### src/rtl/mdio_mgr_pkg.sv
package mdio_mgr_pkg;
   localparam logic [7:0] OFS_ADDR  = 8'h44;
   localparam logic [7:0] OFS_WDATA = 8'h48;
   localparam logic [7:0] OFS_RDATA = 8'h4C;
   localparam logic [7:0] OFS_CMD   = 8'h50;
   localparam int BIT_BUSY = 16;
   localparam int BIT_GO   = 8;
   localparam int BIT_CODE = 0;
   localparam int C22_DATA_W = 16;

   typedef enum logic {ACC_READ = 1'b0, ACC_WRITE = 1'b1} acc_e;

   typedef struct packed {
      logic [4:0]            phy;
      logic [4:0]            regn;
      acc_e                  acc;
      logic [C22_DATA_W-1:0] wdata;
   } req_t;
endpackage

### src/rtl/mdio_mgr_clkdiv.sv
module mdio_mgr_clkdiv #(
   parameter int HALF = 4
) (
   input  logic clk,
   input  logic rst_n,
   input  logic run,
   output logic mdc,
   output logic rise,
   output logic fall
);
   localparam int CW = (HALF > 1) ? $clog2(HALF) : 1;

   logic [CW-1:0] cnt;
   logic          wrap;

   assign wrap = (cnt == CW'(HALF - 1));
   assign rise = run & wrap & ~mdc;
   assign fall = run & wrap & mdc;

   always_ff @(posedge clk or negedge rst_n) begin
      if (!rst_n) begin
         cnt <= '0;
         mdc <= 1'b0;
      end else if (!run) begin
         cnt <= '0;
         mdc <= 1'b0;
      end else if (wrap) begin
         cnt <= '0;
         mdc <= ~mdc;
      end else begin
         cnt <= cnt + 1'b1;
      end
   end
endmodule

### src/rtl/mdio_mgr_frame.sv
module mdio_mgr_frame
   import mdio_mgr_pkg::*;
#(
   parameter int PREAMBLE_BITS = 32
) (
   input  logic                  clk,
   input  logic                  rst_n,
   input  logic                  start,
   input  req_t                  req,
   input  logic                  rise,
   input  logic                  fall,
   input  logic                  mdio_i,
   output logic                  active,
   output logic                  mdio_o,
   output logic                  mdio_oe,
   output logic                  rd_load,
   output logic [C22_DATA_W-1:0] rd_val
);
   localparam int FRAME_BITS = PREAMBLE_BITS + 32;
   localparam int IW         = $clog2(FRAME_BITS);
   localparam int REL_IDX    = PREAMBLE_BITS + 14;
   localparam int DATA_IDX   = PREAMBLE_BITS + 16;
   localparam int LAST_IDX   = FRAME_BITS - 1;

   logic [FRAME_BITS-1:0] sh;
   logic [IW-1:0]         idx;
   logic                  is_rd;
   logic [C22_DATA_W-1:0] cap;
   logic                  last_bit;
   logic [1:0]            op_f;
   logic [1:0]            ta_f;
   logic [C22_DATA_W-1:0] dat_f;

   assign op_f  = (req.acc == ACC_READ) ? 2'b10 : 2'b01;
   assign ta_f  = (req.acc == ACC_READ) ? 2'b11 : 2'b10;
   assign dat_f = (req.acc == ACC_READ) ? '0 : req.wdata;

   assign last_bit = (idx == IW'(LAST_IDX));

   always_ff @(posedge clk or negedge rst_n) begin
      if (!rst_n) begin
         sh     <= '0;
         idx    <= '0;
         is_rd  <= 1'b0;
         cap    <= '0;
         active <= 1'b0;
      end else if (start) begin
         sh     <= {{PREAMBLE_BITS{1'b1}}, 2'b01, op_f, req.phy, req.regn, ta_f, dat_f};
         idx    <= '0;
         is_rd  <= (req.acc == ACC_READ);
         cap    <= '0;
         active <= 1'b1;
      end else if (active) begin
         if (rise && is_rd && (idx >= IW'(DATA_IDX)))
            cap <= {cap[C22_DATA_W-2:0], mdio_i};
         if (fall) begin
            if (last_bit) begin
               active <= 1'b0;
            end else begin
               idx <= idx + 1'b1;
               sh  <= {sh[FRAME_BITS-2:0], 1'b0};
            end
         end
      end
   end

   assign mdio_o  = sh[FRAME_BITS-1];
   assign mdio_oe = active & ~(is_rd & (idx >= IW'(REL_IDX)));
   assign rd_load = active & fall & last_bit & is_rd;
   assign rd_val  = cap;
endmodule

### src/rtl/mdio_mgr_regs.sv
module mdio_mgr_regs
   import mdio_mgr_pkg::*;
(
   input  logic                  clk,
   input  logic                  rst_n,
   input  logic [7:0]            bus_addr,
   input  logic [31:0]           bus_wdata,
   input  logic                  bus_we,
   input  logic                  busy,
   input  logic                  rd_load,
   input  logic [C22_DATA_W-1:0] rd_val,
   output logic [31:0]           bus_rdata,
   output logic                  start,
   output req_t                  req
);
   logic [15:0]           addr_q;
   logic [C22_DATA_W-1:0] wd_q;
   logic [C22_DATA_W-1:0] rd_q;
   logic                  code_q;
   logic                  cmd_hit;
   logic                  unused_hi;

   assign unused_hi = ^bus_wdata[31:16];
   assign cmd_hit   = bus_we && (bus_addr == OFS_CMD);
   assign start     = cmd_hit && bus_wdata[BIT_GO] && !busy;

   always_ff @(posedge clk or negedge rst_n) begin
      if (!rst_n) begin
         addr_q <= '0;
         wd_q   <= '0;
         rd_q   <= '0;
         code_q <= 1'b0;
      end else begin
         if (bus_we && (bus_addr == OFS_ADDR))  addr_q <= bus_wdata[15:0];
         if (bus_we && (bus_addr == OFS_WDATA)) wd_q   <= bus_wdata[C22_DATA_W-1:0];
         if (cmd_hit && !busy)                  code_q <= bus_wdata[BIT_CODE];
         if (rd_load)                           rd_q   <= rd_val;
      end
   end

   assign req.phy   = addr_q[12:8];
   assign req.regn  = addr_q[4:0];
   assign req.acc   = acc_e'(bus_wdata[BIT_CODE]);
   assign req.wdata = wd_q;

   always_comb begin
      bus_rdata = '0;
      unique case (bus_addr)
         OFS_ADDR:  bus_rdata = {16'h0, addr_q};
         OFS_WDATA: bus_rdata = {{(32-C22_DATA_W){1'b0}}, wd_q};
         OFS_RDATA: bus_rdata = {{(32-C22_DATA_W){1'b0}}, rd_q};
         OFS_CMD:   bus_rdata = {15'h0, busy, 7'h0, 1'b0, 7'h0, code_q};
         default:   bus_rdata = '0;
      endcase
   end
endmodule

### src/rtl/mdio_mgr.sv
module mdio_mgr
   import mdio_mgr_pkg::*;
#(
   parameter int DIV_HALF      = 4,
   parameter int PREAMBLE_BITS = 32
) (
   input  logic        clk,
   input  logic        rst_n,
   input  logic [7:0]  bus_addr,
   input  logic [31:0] bus_wdata,
   input  logic        bus_we,
   output logic [31:0] bus_rdata,
   output logic        mdc,
   output logic        mdio_o,
   output logic        mdio_oe,
   input  logic        mdio_i
);
   if (DIV_HALF < 2) begin : g_bad_div
      $error("DIV_HALF must be 2 or more");
   end
   if (PREAMBLE_BITS < 1 || PREAMBLE_BITS > 32) begin : g_bad_pre
      $error("PREAMBLE_BITS must lie in 1..32");
   end

   logic                  busy;
   logic                  start;
   req_t                  req;
   logic                  rise;
   logic                  fall;
   logic                  rd_load;
   logic [C22_DATA_W-1:0] rd_val;

   mdio_mgr_regs u_regs (
      .clk       (clk),
      .rst_n     (rst_n),
      .bus_addr  (bus_addr),
      .bus_wdata (bus_wdata),
      .bus_we    (bus_we),
      .busy      (busy),
      .rd_load   (rd_load),
      .rd_val    (rd_val),
      .bus_rdata (bus_rdata),
      .start     (start),
      .req       (req)
   );

   mdio_mgr_clkdiv #(.HALF(DIV_HALF)) u_div (
      .clk   (clk),
      .rst_n (rst_n),
      .run   (busy),
      .mdc   (mdc),
      .rise  (rise),
      .fall  (fall)
   );

   mdio_mgr_frame #(.PREAMBLE_BITS(PREAMBLE_BITS)) u_frame (
      .clk     (clk),
      .rst_n   (rst_n),
      .start   (start),
      .req     (req),
      .rise    (rise),
      .fall    (fall),
      .mdio_i  (mdio_i),
      .active  (busy),
      .mdio_o  (mdio_o),
      .mdio_oe (mdio_oe),
      .rd_load (rd_load),
      .rd_val  (rd_val)
   );
endmodule

### config.mk
export PLATFORM = sky130hd
export DESIGN_NAME = mdio_mgr
export DESIGN_NICKNAME = d
export VERILOG_FILES = /design/src/rtl/mdio_mgr_pkg.sv /design/src/rtl/mdio_mgr_clkdiv.sv /design/src/rtl/mdio_mgr_frame.sv /design/src/rtl/mdio_mgr_regs.sv /design/src/rtl/mdio_mgr.sv
export SDC_FILE = /design/constraint.sdc
export NUM_CORES = 1
export LEC_CHECK = 0
export BUFFER_PORTS_ARGS = -buffer_cell sky130_fd_sc_hd__clkbuf_2
export CAP_MARGIN = 20
export CORE_MARGIN = 5
export CORE_UTILIZATION = 35
export DETAILED_ROUTE_END_ITERATION = 8
export SLEW_MARGIN = 5
export SYNTH_ARGS = -nofsm -noshare
export SYNTH_HDL_FRONTEND = slang
export SYNTH_SLANG_ARGS = --single-unit
### constraint.sdc
create_clock -name clk -period 3.3 [get_ports clk]
set_input_delay 0.66 -clock clk [delete_from_list [all_inputs] [get_ports clk]]
set_output_delay 0.66 -clock clk [all_outputs]
set_load 0.05 [all_outputs]
==> run summary <==
Initial Util: 35.7%
WP data required: 2.64 ns
Sw Ratio: 22.3%
clock sink count: 140
Overflow after GRT: 0
Tightest Pin Transition: 0.724 ns
Clock Latency Late Sink: 0.41 ns
Final Skew: 0.00848 ns
total iterations of the first detailed-routing run: 4
Seq/Total Area, Yosys: 54.2%
area grow syn2layout: 16.6%
fin area: 7530 sq um
HP Class: in2async
CP Capture Type: output pin
synth top area cells: dfrtp_1 54%, mux2_2 9.6%, nor2_1 5.2%
Post-DP Area: 6900 sq um
max-slew violation count: 0
max_cap viols: 0
share of layout cells above drive strength 1: 26.4%
combinational group share of total power: 5.2%
hold_ws: 0.283 ns
Post-DRT Antenna Nets: 0
largest net degree at the start of global routing: 79
Tot Pwr: 4.02 mW
DR DRC count: 0
vias per cell: 5.14
setup violators final: 0
relative slew slack: 51.5%
setup_tns: 0 ns
Ports: 79
# port buffers: 47
WL/cell: 16.2 um
Power Internal: 3.12 mW
number of fill cells: 1699
Avg Cell Area, Syn: 11.0 sq um
DR iter-0 viols: 399
DRT Wirelength: 14.1 mm
LEAKAGE: 3.35 nW
post-layout net count: 678
Die X: 146 um
crit path kind: in2out
RSZ-0062 raised after global routing: no
root buffer cell: clkbuf_16
Synth top area share: 54.2%
Yosys warning count: 0
max frequency: 327 MHz
first-pass GRT wire length: 24.1 mm
# hold bufs at CTS: 0
number of synthesized register bits: 140
H-tree levels: 4
critical path arrival: 2.40 ns
outcome: completed
clock buffer depth: 2
routability congestion estimate: 0.787
Num CTS Buffers: 17
Clk pin slew, worst setup/hold paths: 0.05 ns
crit-path max FO: 18
detailed-placement wirelength estimate: 9.23 mm
Post-Syn Instances: 588
Psw: 0.898 mW
Core ar.: 18100 sq um
die area: 21300 sq um
number of diodes: 0
Clk network pwr share: 50.0%
number of core rows: 49
fin crit share: 92.6%
startpoint types: input pin
CTS tree: yes
area leader, netlist: dfrtp_1
Final Critical Period: 3.06 ns
initial antenna violation count: 0
PD cells: 534 nW/um^2
post-CTS sizing: 0
final hold vios: 0
Distinct cells, synth: 52
Mapped Area: 6460 sq um
Seq pwr share: 44.7%
gr usage total: 13.9%
die height: 146 um
vias in the first global route: 4698
Post-CTS Setup Bufs: 0
vias: 4489
worst vdd ir: 336 uV
worst paths after layout:
| check | start | end | slack [ns] | depth (start not counted) |
|---|---|---|---|---|
| setup reg to reg | u_frame.idx[0] | u_frame.sh[26] | 1.20 | 6 |
| setup / recovery | bus_addr[7] | bus_rdata[0] | 0.24 | 6 |
| hold reg to reg | u_div.cnt[0] | u_div.cnt[0] | 0.44 | 1 |
| min in group clk | u_div.cnt[0] | u_div.cnt[0] | 0.44 | 1 |
| max in group asynchronous | rst_n | u_frame.sh[8] | 2.27 | 2 |
| hold / removal | rst_n | u_frame.sh[42] | 0.28 | 1 |
flip-flops by register name (all words and copies together) (netlist names):
signal,cells
u_regs.rd_q,16
u_regs.wd_q,16
u_regs.code_q,1
u_div.cnt,2
u_frame.sh,64
u_div.mdc,1
u_frame.active,1
u_frame.rd_val,16
u_regs.addr_q,16
u_frame.is_rd,1
u_frame.idx,6
kinds of logic (layout without fill, tap and decap cells):
group,after synthesis,count (layout),synth area share [%]
AOI/OAI and AO/OA,117,117,11.0
xor gates and xnor gates,3,3,0.407
adders and majority gates,3,3,0.581
buffers and inverters,55,97,4.90
DFF,140,140,54.2
muxes,86,86,15.2
other,1,15,0.0580
and+or+nand+nor,183,183,13.7
power by group through the flow:
stage / Combinational (mW) / Clock [mW] / Sequential [mW]
3_5_place_dp: 0.214 / 0 / 1.83
2_1_floorplan: 0.144 / 0 / 1.82
3_3_place_gp: 0.208 / 0 / 1.83
4_1_cts: 0.215 / 2.05 / 1.80
5_1_grt: 0.237 / 2.11 / 1.80
6_report: 0.211 / 2.01 / 1.80
worst max-delay path: stages:
cell and delay (ns):
clkbuf_2 0.09, or4b_4 0.57, or3_1 0.33, buf_4 0.24, o22ai_1 0.32, buf_12 0.18
stage by stage:
step                setup slack [ns]  utilization (%)  std cells
floorplan                     0.0556                -        602
global placement               0.286             38.2        841
detailed placement             0.261             38.2        841
CTS                            0.243             41.7        873
global route                   0.173             41.7        873
finish                         0.244             41.7        873
cell usage after synthesis (all sizes together):
| master | number |
|---|---|
| mux2i | 21 |
| nor3 | 3 |
| clkbuf | 21 |
| nor3b | 1 |
| a211oi | 2 |
| o21ai | 68 |
| o21a | 1 |
| and4b | 1 |
| mux2 | 65 |
| dfrtp | 140 |
| nor2b | 2 |
| nand3b | 5 |
| a211o | 1 |
| nand2 | 40 |
| a21o | 11 |
| nor4 | 1 |
| or3b | 1 |
| xor2 | 1 |
| or2 | 1 |
| nand4 | 1 |
| a2bb2oi | 1 |
| conb | 1 |
| ha | 3 |
| nor2 | 91 |
| a31oi | 1 |
| or4b | 2 |
| a22o | 10 |
| and3 | 4 |
| a21oi | 5 |
| and2 | 4 |
| nand3 | 19 |
| buf | 32 |
| or4bb | 1 |
| o22ai | 1 |
| a22oi | 15 |
| o2bb2ai | 1 |
| inv | 2 |
| or4 | 1 |
| xnor2 | 2 |
| or3 | 2 |
| nand4b | 1 |
| nor4b | 2 |
area by class of cell:
class,count,area (sq um),area share (%)
Multi-Input combinational cell,407,2720,36.1
Clock inverter,9,133,1.76
Timing Repair Buffer,63,389,5.16
Clock buffer,23,498,6.61
Inverter,2,7.51,0.0996
Sequential cell,140,3500,46.5
Tap cell,229,287,3.80
routing by layer:
layer / vias up / global-route usage, % / routed length [um]
li1: 2115 / - / -
met1: 2259 / 17.8 / 6160
met2: 93 / 22.9 / 7130
met3: 22 / 3.33 / 564
met4: 0 / 5.22 / 259
met5: - / 0 / 0
cell usage in the layout (no fill, tap or decap), drive strengths merged, types with 4 or more instances in the layout:
cell type,count
a21oi,5
and3,4
a22o,10
dfrtp,140
mux2i,21
nand3b,5
o21ai,68
clkbuf,68
nor2,91
nand3,19
nand2,40
mux2,65
a21o,11
buf,18
and2,4
a22oi,15
conb,15
No activity file was read; power rests on OpenSTA's default activity.
